**src/rtl/irqbank_pkg.sv**
```systemverilog
package irqbank_pkg;
  localparam int DATA_W    = 8;
  localparam int ADDR_W    = 3;
  localparam int NUM_LINES = 7;
  localparam int SUB_W     = 4;
  localparam int XFER_LINE = 6;
  localparam int PULSE_LINE = 2;

  localparam logic [ADDR_W-1:0] ADR_LINE_FLAG  = 3'd0;
  localparam logic [ADDR_W-1:0] ADR_LINE_EN    = 3'd1;
  localparam logic [ADDR_W-1:0] ADR_TMR_FLAG   = 3'd2;
  localparam logic [ADDR_W-1:0] ADR_TMR_EN     = 3'd3;
  localparam logic [ADDR_W-1:0] ADR_PULSE_FLAG = 3'd4;
  localparam logic [ADDR_W-1:0] ADR_PULSE_EN   = 3'd5;

  typedef enum logic [2:0] {
    RD_NONE, RD_LINE_FLAG, RD_LINE_EN, RD_TMR_FLAG, RD_TMR_EN, RD_PULSE_FLAG, RD_PULSE_EN
  } rdSel_t;

  typedef struct packed {
    logic   wrLineEn;
    logic   wrTmrFlag;
    logic   wrTmrEn;
    logic   wrPulseFlag;
    logic   wrPulseEn;
    rdSel_t rdSel;
  } bankStb_t;
endpackage

```
**src/rtl/irqbank_ctrl.sv**
```systemverilog
module irqbank_ctrl
  import irqbank_pkg::*;
(
  input  logic              clk,
  input  logic              rstN,
  input  logic [ADDR_W-1:0] regAddr,
  input  logic              regWrEn,
  output bankStb_t          stb
);
  always_comb begin
    stb = '0;
    stb.rdSel = RD_NONE;
    unique case (regAddr)
      ADR_LINE_FLAG:  stb.rdSel = RD_LINE_FLAG;
      ADR_LINE_EN:    begin stb.rdSel = RD_LINE_EN;    stb.wrLineEn    = regWrEn; end
      ADR_TMR_FLAG:   begin stb.rdSel = RD_TMR_FLAG;   stb.wrTmrFlag   = regWrEn; end
      ADR_TMR_EN:     begin stb.rdSel = RD_TMR_EN;     stb.wrTmrEn     = regWrEn; end
      ADR_PULSE_FLAG: begin stb.rdSel = RD_PULSE_FLAG; stb.wrPulseFlag = regWrEn; end
      ADR_PULSE_EN:   begin stb.rdSel = RD_PULSE_EN;   stb.wrPulseEn   = regWrEn; end
      default:        stb.rdSel = RD_NONE;
    endcase
  end

  // a single write touches at most one register, and only when requested
  assert_single_strobe_R4: assert property (@(posedge clk) disable iff (!rstN)
    $onehot0({stb.wrLineEn, stb.wrTmrFlag, stb.wrTmrEn, stb.wrPulseFlag, stb.wrPulseEn}));
  assert_no_write_without_en_R6: assert property (@(posedge clk) disable iff (!rstN)
    !regWrEn |-> ({stb.wrLineEn, stb.wrTmrFlag, stb.wrTmrEn, stb.wrPulseFlag, stb.wrPulseEn} == '0));
endmodule

```
**src/rtl/irqbank_dp.sv**
```systemverilog
module irqbank_dp
  import irqbank_pkg::*;
(
  input  logic                 clk,
  input  logic                 rstN,
  input  bankStb_t             stb,
  input  logic [DATA_W-1:0]    wrData,
  input  logic [NUM_LINES-1:0] extEvent,
  input  logic [SUB_W-1:0]     tmrEvent,
  input  logic [SUB_W-1:0]     pulseEvent,
  input  logic [NUM_LINES-1:0] vecAck,
  output logic [DATA_W-1:0]    rdData,
  output logic [NUM_LINES-1:0] irqReq
);
  logic [NUM_LINES-1:0] extPrev, extRise, lineFlag, lineEn, lineSet;
  logic [SUB_W-1:0]     tmrPrev, tmrRise, tmrFlag, tmrEn;
  logic [SUB_W-1:0]     pulsePrev, pulseRise, pulseFlag, pulseEn;
  logic                 tmrAny, pulseAny;
  logic                 unusedWrHigh;

  assign unusedWrHigh = ^wrData[DATA_W-1:NUM_LINES];

  assign extRise   = extEvent & ~extPrev;
  assign tmrRise   = tmrEvent & ~tmrPrev;
  assign pulseRise = pulseEvent & ~pulsePrev;
  assign tmrAny    = |(tmrFlag & tmrEn);
  assign pulseAny  = |(pulseFlag & pulseEn);

  always_comb begin
    lineSet = extRise;
    lineSet[XFER_LINE]  = lineSet[XFER_LINE] | tmrAny;
    lineSet[PULSE_LINE] = lineSet[PULSE_LINE] | pulseAny;
  end

  always_ff @(posedge clk) begin
    if (!rstN) begin
      extPrev   <= '0;
      tmrPrev   <= '0;
      pulsePrev <= '0;
      lineFlag  <= '0;
      lineEn    <= '0;
      tmrFlag   <= '0;
      tmrEn     <= '0;
      pulseFlag <= '0;
      pulseEn   <= '0;
    end else begin
      extPrev   <= extEvent;
      tmrPrev   <= tmrEvent;
      pulsePrev <= pulseEvent;
      lineFlag  <= (lineFlag & ~vecAck) | lineSet;
      tmrFlag   <= (stb.wrTmrFlag ? (tmrFlag & wrData[SUB_W-1:0]) : tmrFlag) | tmrRise;
      pulseFlag <= (stb.wrPulseFlag ? (pulseFlag & wrData[SUB_W-1:0]) : pulseFlag) | pulseRise;
      if (stb.wrLineEn)  lineEn  <= wrData[NUM_LINES-1:0];
      if (stb.wrTmrEn)   tmrEn   <= wrData[SUB_W-1:0];
      if (stb.wrPulseEn) pulseEn <= wrData[SUB_W-1:0];
    end
  end

  assign irqReq = lineFlag & lineEn;

  always_comb begin
    rdData = '0;
    unique case (stb.rdSel)
      RD_LINE_FLAG:  rdData[NUM_LINES-1:0] = lineFlag;
      RD_LINE_EN:    rdData[NUM_LINES-1:0] = lineEn;
      RD_TMR_FLAG:   rdData[SUB_W-1:0]     = tmrFlag;
      RD_TMR_EN:     rdData[SUB_W-1:0]     = tmrEn;
      RD_PULSE_FLAG: rdData[SUB_W-1:0]     = pulseFlag;
      RD_PULSE_EN:   rdData[SUB_W-1:0]     = pulseEn;
      default:       rdData = '0;
    endcase
  end

  // without a write, no timing sub-source flag drops
  assert_flag_hold_R2: assert property (@(posedge clk) disable iff (!rstN)
    !stb.wrTmrFlag |=> (($past(tmrFlag) & ~tmrFlag) == '0));
  // a written one keeps a set flag
  assert_one_keeps_R4: assert property (@(posedge clk) disable iff (!rstN)
    stb.wrTmrFlag |=> (($past(tmrFlag) & $past(wrData[SUB_W-1:0]) & ~tmrFlag) == '0));
  // an edge always lands, even against a clearing write
  assert_set_wins_R5: assert property (@(posedge clk) disable iff (!rstN)
    (|pulseRise) |=> (($past(pulseRise) & ~pulseFlag) == '0));
  // line flags fall only after an acknowledge
  assert_ack_only_R6: assert property (@(posedge clk) disable iff (!rstN)
    (vecAck == '0) |=> (($past(lineFlag) & ~lineFlag) == '0));
  // a pending enabled sub-source keeps the shared line flag set
  assert_shared_hold_R9: assert property (@(posedge clk) disable iff (!rstN)
    tmrAny |=> lineFlag[XFER_LINE]);
endmodule

```
**src/rtl/irqFlagBank.sv**
```systemverilog
module irqFlagBank
  import irqbank_pkg::*;
(
  input  logic                 clk,
  input  logic                 rstN,
  input  logic [ADDR_W-1:0]    regAddr,
  input  logic                 regWrEn,
  input  logic [DATA_W-1:0]    regWrData,
  output logic [DATA_W-1:0]    regRdData,
  input  logic [NUM_LINES-1:0] extEvent,
  input  logic [SUB_W-1:0]     tmrEvent,
  input  logic [SUB_W-1:0]     pulseEvent,
  input  logic [NUM_LINES-1:0] vecAck,
  output logic [NUM_LINES-1:0] irqReq
);
  bankStb_t stb;

  irqbank_ctrl u_ctrl (
    .clk(clk), .rstN(rstN), .regAddr(regAddr), .regWrEn(regWrEn), .stb(stb)
  );

  irqbank_dp u_dp (
    .clk(clk), .rstN(rstN), .stb(stb), .wrData(regWrData),
    .extEvent(extEvent), .tmrEvent(tmrEvent), .pulseEvent(pulseEvent),
    .vecAck(vecAck), .rdData(regRdData), .irqReq(irqReq)
  );
endmodule

```
**config.mk**
```make
export PLATFORM = sky130hd
export DESIGN_NAME = irqFlagBank
export DESIGN_NICKNAME = d
export VERILOG_FILES = /design/src/rtl/irqbank_pkg.sv /design/src/rtl/irqbank_ctrl.sv /design/src/rtl/irqbank_dp.sv /design/src/rtl/irqFlagBank.sv
export SDC_FILE = /design/constraint.sdc
export NUM_CORES = 1
export LEC_CHECK = 0
export ABC_CLOCK_PERIOD_IN_PS = 2200
export BUFFER_PORTS_ARGS = -buffer_cell sky130_fd_sc_hd__buf_2
export CORE_ASPECT_RATIO = 0.5
export CORE_MARGIN = 4
export CORE_UTILIZATION = 25
export DETAILED_ROUTE_END_ITERATION = 6
export PLACE_DENSITY_LB_ADDON = 0.05
export SKIP_LAST_GASP = 1
export SLEW_MARGIN = 40
export SYNTH_ARGS = -nofsm -noshare
export SYNTH_HDL_FRONTEND = slang
export SYNTH_SLANG_ARGS = --single-unit
```
**constraint.sdc**
```tcl
create_clock -name clk -period 2.2 [get_ports clk]
set_input_delay 0.33 -clock clk [delete_from_list [all_inputs] [get_ports clk]]
set_output_delay 0.33 -clock clk [all_outputs]
set_load 0.02 [all_outputs]
```
# After elaboration in Yosys (flattened, before gate mapping)
# Cells that the tools add are included.
[op_classes] eq_ne=11 mux=10 bitwise=18 n_reduce_logical=3
[ops] cell="AND 4 bit" n=6
[ops] cell="one-hot mux 4 bit (6 select lines)" n=1
[ops] cell="AND 7 bit" n=3
[ops] cell="one-hot mux 3 bit (6 select lines)" n=1
[ops] cell="equality test 3 bit (second input constant)" n=5
[ops] cell="inverter 7 bit" n=2
[ops] cell="equality test 3 x 2 -> 1 bit (second input constant)" n=4
[ops] cell="two-way mux 4 bit" n=2
[ops] cell="inverter 4 bit" n=2
[ops] cell="OR 4 bit" n=2
[ops] cell="OR reduction 4 bit" n=2
[ops] cell="OR 7 bit" n=1
[ops] cell="equality test 3 x 1 -> 1 bit (second input constant)" n=2
[ops] cell="one-hot mux 3 bit (2 select lines)" n=1
[ops] cell="two-way mux 1 bit" n=5
[ops] cell="zero test 3 bit" n=1
[ops] cell="OR 1 bit" n=2
[totals] register_bits=45 input_bits=36 out_inout_bits=15 elab_cells=51

# Depth between registers and ports, before layout
[depth] depth_word=4 ltp_mapped=5 ltp_nobuf=3

# Modules after synthesis
# Synthesis repeated with hierarchy kept, for this count alone.
[hier_totals] hier_cells=209 area_unflattened_um2=1949.4
[modules_own_cells] mod="irqbank_dp" n_inst=1 cells_each=196 area_per_inst_um2=1864.3 seq_area_each_um2=900.9
[modules_own_cells] mod="irqbank_ctrl" n_inst=1 cells_each=13 area_per_inst_um2=85.1 seq_area_each_um2=0.0

# Worst setup path after synthesis
# Ideal clock, no wire load.
[synth_path] path_type="input port to output port" start="in regAddr[0]" end="out regRdData[4]" t_arrival_ns=1.231 required_ns=1.870 slack_ns=0.639 path_stages=4 path_buffers=2 path_cell_list="buf_2 buf_4 mux2i_1 nor3_1"
[synth_via] elab_chain_cells=4 word_cells_on_any_way=10 cone_classes="7 x eq/ne; 2 x mux; 1 x reduce/logical"
[synth_rtl] item="start: declaration" line="irqFlagBank.sv:6" text="input logic [ADDR_W-1:0] regAddr,"
[synth_rtl] item="equality test 3 bit, or another cell as far along" line="irqbank_ctrl.sv:13" text="unique case (regAddr)"
[synth_rtl] item="one-hot mux 3 bit (6 select lines) *" line="irqbank_ctrl.sv:13"
[synth_rtl] item="equality test 3 x 2 -> 1 bit or equality test 3 x 1 -> 1 bit (tied branches)" line="irqbank_dp.sv:63" text="unique case (stb.rdSel)"
[synth_rtl] item="one-hot mux 3 bit (2 select lines) *" line="irqbank_dp.sv:63"
[synth_rtl] item="end: declaration" line="irqFlagBank.sv:9" text="output logic [DATA_W-1:0] regRdData,"
# Mark *: on every way between the ends. The rest lies on a longest branch, timed or not.

# Worst setup path in the final report
[layout_path] start="in regAddr[2]" end="out regRdData[0]"
[layout_via] elab_chain_cells=4 word_cells_on_any_way=14 cone_classes="11 x eq/ne; 2 x mux; 1 x reduce/logical"
[layout_rtl] item="equality test 3 bit, or another cell as far along" line="irqbank_ctrl.sv:13"
[layout_rtl] item="one-hot mux 3 bit (6 select lines) *" line="irqbank_ctrl.sv:13"
[layout_rtl] item="equality test 3 bit, or another cell as far along" line="irqbank_dp.sv:63"
[layout_rtl] item="one-hot mux 4 bit (6 select lines) *" line="irqbank_dp.sv:63"
# Marks and branches as above.

==> out/results.ini <==
[global_routing]
antenna_found_initial = 0
grt_pass1_wl_mm = 8.07
grt_pass1_vias = 1519
track_usage_pct = 11.4
grt_remaining_overflow = 0
grt_max_degree = 26

[worst_hold_path]
hp-start = tmrEvent[0]
worstHoldPathCells = 3
hp-class = in2reg
holdPathEnd = u_dp.tmrPrev[0]

[critical_path]
endpoint_kind = primary output
worstPathMaxFanout = 17
crit_type = in2out
critical_path_required_ns = 1.87
reg2reg_depth = 2
crit_arrival_ns = 1.39
crit_top_cell = buf_2
worstSetupStartpointType = primary input
critPathMaxStageDelay_ns = 0.34
cp_cell_sequence = buf_2 > mux2i_1 > or3_1 > o221ai_1 > buf_2
timing.rr.start = u_dp.tmrFlag[2]
crit_slowest_cell = buf_2
r2r_slack_ns = 1.37
timing.rr.end = u_dp.lineFlag[6]

[timing]
setup_tns_ns = 0
fmax_mhz = 580
post-route-period-util_pct = 78.4
worst_hold_slack_ns = 0.247
slew_headroom_pct = 63.1
final-hold-violation-count = 0
drv_slew = 0
finalSetupViolCount = 0
worstMarginPinSlew_ns = 0.553
fin_worst_skew_ns = 0.00136
rsz0062_at_grt = no
finalWorstSetupSlack_ns = 0.475
finalCriticalPeriod_ns = 1.72

[routing]
dr.pass1.iters = 2
viasPerCell = 4.32
postRouteAntennaNets = 0
post-route-drc-count = 0
drtIter0Drc = 28
num_vias = 1491
wl_mm = 4.94
wire_per_inst_um = 14.3

[placement]
place.gp.congestion = 0.700
port_buffers = 48
place_hpwl_mm = 3.67
dp_slack_ns = 0.440

[cts]
clk_latency_ns = 0.28
h-tree-depth = 2
cts_buffer_depth = 2
clkTransAtPathRegs_ns = 0.06
cts_tree = yes
cts_resized = 0
numCtsBuffers = 5
root_buffer = clkbuf_16
clock_sinks = 45
cts_setup_buffers = 0
ctsHoldBuffers = 0

[finish]
drive_gt1_share_pct = 23.3
area.sequential_um2 = 901
area_delta_synth_final_pct = 23.4
num_antenna_cells = 0
fillers = 825
finalNetCount = 285
multi_input_area_um2 = 863

[power_and_ir_drop]
power.leakage_nw = 1.08
power_density_mw_per_mm2 = 765
max-vdd-ir-drop_mv = 0.268

[yosys]
yosys_most_used_dff = dfxtp_1
synth_cells = 204
synthArstFlopShare_pct = 0
syn_nets = 240
synth-edff-count = 0
synth_seq_cells = 45
ys_seq_area_share_pct = 47.2
syn_area_mm2 = 0.00191
ys_types = 27
synth_warnings = 0
syn_area_per_cell_um2 = 9.35

[floorplanning]
die_h_um = 69.8
io_pins = 51
initial_utilization_pct = 25.8
die_area_mm2 = 0.00917
std_cell_rows = 22
fp.coreArea_mm2 = 0.00738
die_x_um = 132

[status]
outcome = complete, no violations

[job]
drv_cap = 0

cell families (layout without fill, tap and decap cells):
| kind of cell | Yosys count | count (layout) | share of synthesized area, % |
|---|---|---|---|
| AOI/OAI and AO/OA | 40 | 40 | 13.3 |
| muxes | 26 | 26 | 13.6 |
| and+or+nand+nor | 61 | 61 | 18.2 |
| buffers and inverters | 31 | 76 | 7.48 |
| other | 1 | 1 | 0.197 |
| DFF | 45 | 45 | 47.2 |
how the worst max path moves through the flow:
stage / from / end / slack [ns]
4_1_cts: regAddr[2] / regRdData[0] / 0.46
3_3_place_gp: regAddr[0] / u_dp.lineEn[5] / 0.44
2_1_floorplan: regAddr[0] / regRdData[4] / 0.64
5_1_grt: regAddr[0] / regRdData[3] / 0.39
3_5_place_dp: regAddr[0] / u_dp.lineEn[5] / 0.44
6_report: regAddr[2] / regRdData[0] / 0.48
stage by stage:
stage          power (W)  cell area [um^2]  util, %  std cells
2_1_floorplan    0.00101              1910        -        204
3_3_place_gp     0.00109              2210     30.0        338
3_5_place_dp     0.00109              2210     30.0        338
4_1_cts          0.00183              2350     31.9        345
5_1_grt          0.00189              2350     31.9        345
6_report         0.00180              2350     31.9        345
critical path, delay by kind of cell:
kind	cells	cell delay, ns
simple gates	1	0.30
compound gates	1	0.09
mux	1	0.12
buf+inv	2	0.55
registers in the layout (all words and copies together) (netlist names):
signal,cells
u_dp.tmrFlag,4
u_dp.pulseFlag,4
u_dp.tmrEn,4
u_dp.lineFlag,7
u_dp.pulseEn,4
u_dp.extPrev,7
u_dp.pulsePrev,4
u_dp.tmrPrev,4
u_dp.lineEn,7
area by class of cell:
type                    count  share of cell area, %
inverters                  19                   3.03
flip-flops and latches     45                   38.3
repair buffers             50                   10.8
multi-input cells         128                   36.7
clock buffers               7                   6.06
well taps                  96                   5.10
cells in the mapped netlist (2+ instances only):
master | instances | area share (%)
a21oi_1 | 4 | 1.0
inv_1 | 19 | 3.7
buf_4 | 4 | 1.6
o22ai_1 | 5 | 1.6
o21ai_0 | 4 | 1.0
nand4b_2 | 2 | 1.6
a22oi_1 | 6 | 2.4
nor2_1 | 16 | 3.1
buf_2 | 3 | 0.79
mux2i_1 | 26 | 14
nand2b_1 | 6 | 2.0
clkbuf_1 | 4 | 0.79
nand3_1 | 4 | 1.0
o211ai_1 | 4 | 1.6
a31oi_1 | 2 | 0.66
nand4bb_1 | 2 | 1.2
nand2_1 | 8 | 1.6
and2_1 | 18 | 5.9
dfxtp_1 | 45 | 47
o32a_1 | 3 | 1.6
nor3_1 | 3 | 0.79
o21ai_1 | 11 | 2.9
layout by cell type (no fill, tap or decap), drive strengths merged:
master / Yosys / final
buf: 8 / 50
dfxtp: 45 / 45
mux2i: 26 / 26
inv: 19 / 19
and2: 18 / 18
nor2: 16 / 16
o21ai: 15 / 15
nand2: 8 / 8
clkbuf: 4 / 7
nand2b: 6 / 6
a22oi: 6 / 6
o22ai: 5 / 5
a21oi: 4 / 4
nand3: 4 / 4
o211ai: 4 / 4
o32a: 3 / 3
nor3: 3 / 3
a31oi: 2 / 2
nand4b: 2 / 2
nand4bb: 2 / 2
or3: 1 / 1
o221ai: 1 / 1
and4bb: 1 / 1
conb: 1 / 1
power by group:
| group | switching, W | internal [W] | total, W |
|---|---|---|---|
| clock network | 0.000289 | 0.000446 | 0.000735 |
| logic | 0.000100 | 0.0000813 | 0.000181 |
| registers | 0.0000274 | 0.000858 | 0.000886 |
metal layers:
layer	GRT usage [%]	up-vias	wire, um
li1	-	786	-
met1	15.6	664	2550
met2	16.3	34	2020
met3	4.71	7	305
met4	3.84	0	65
met5	0	-	0
Note: power is estimated with default switching activity, not from simulation.
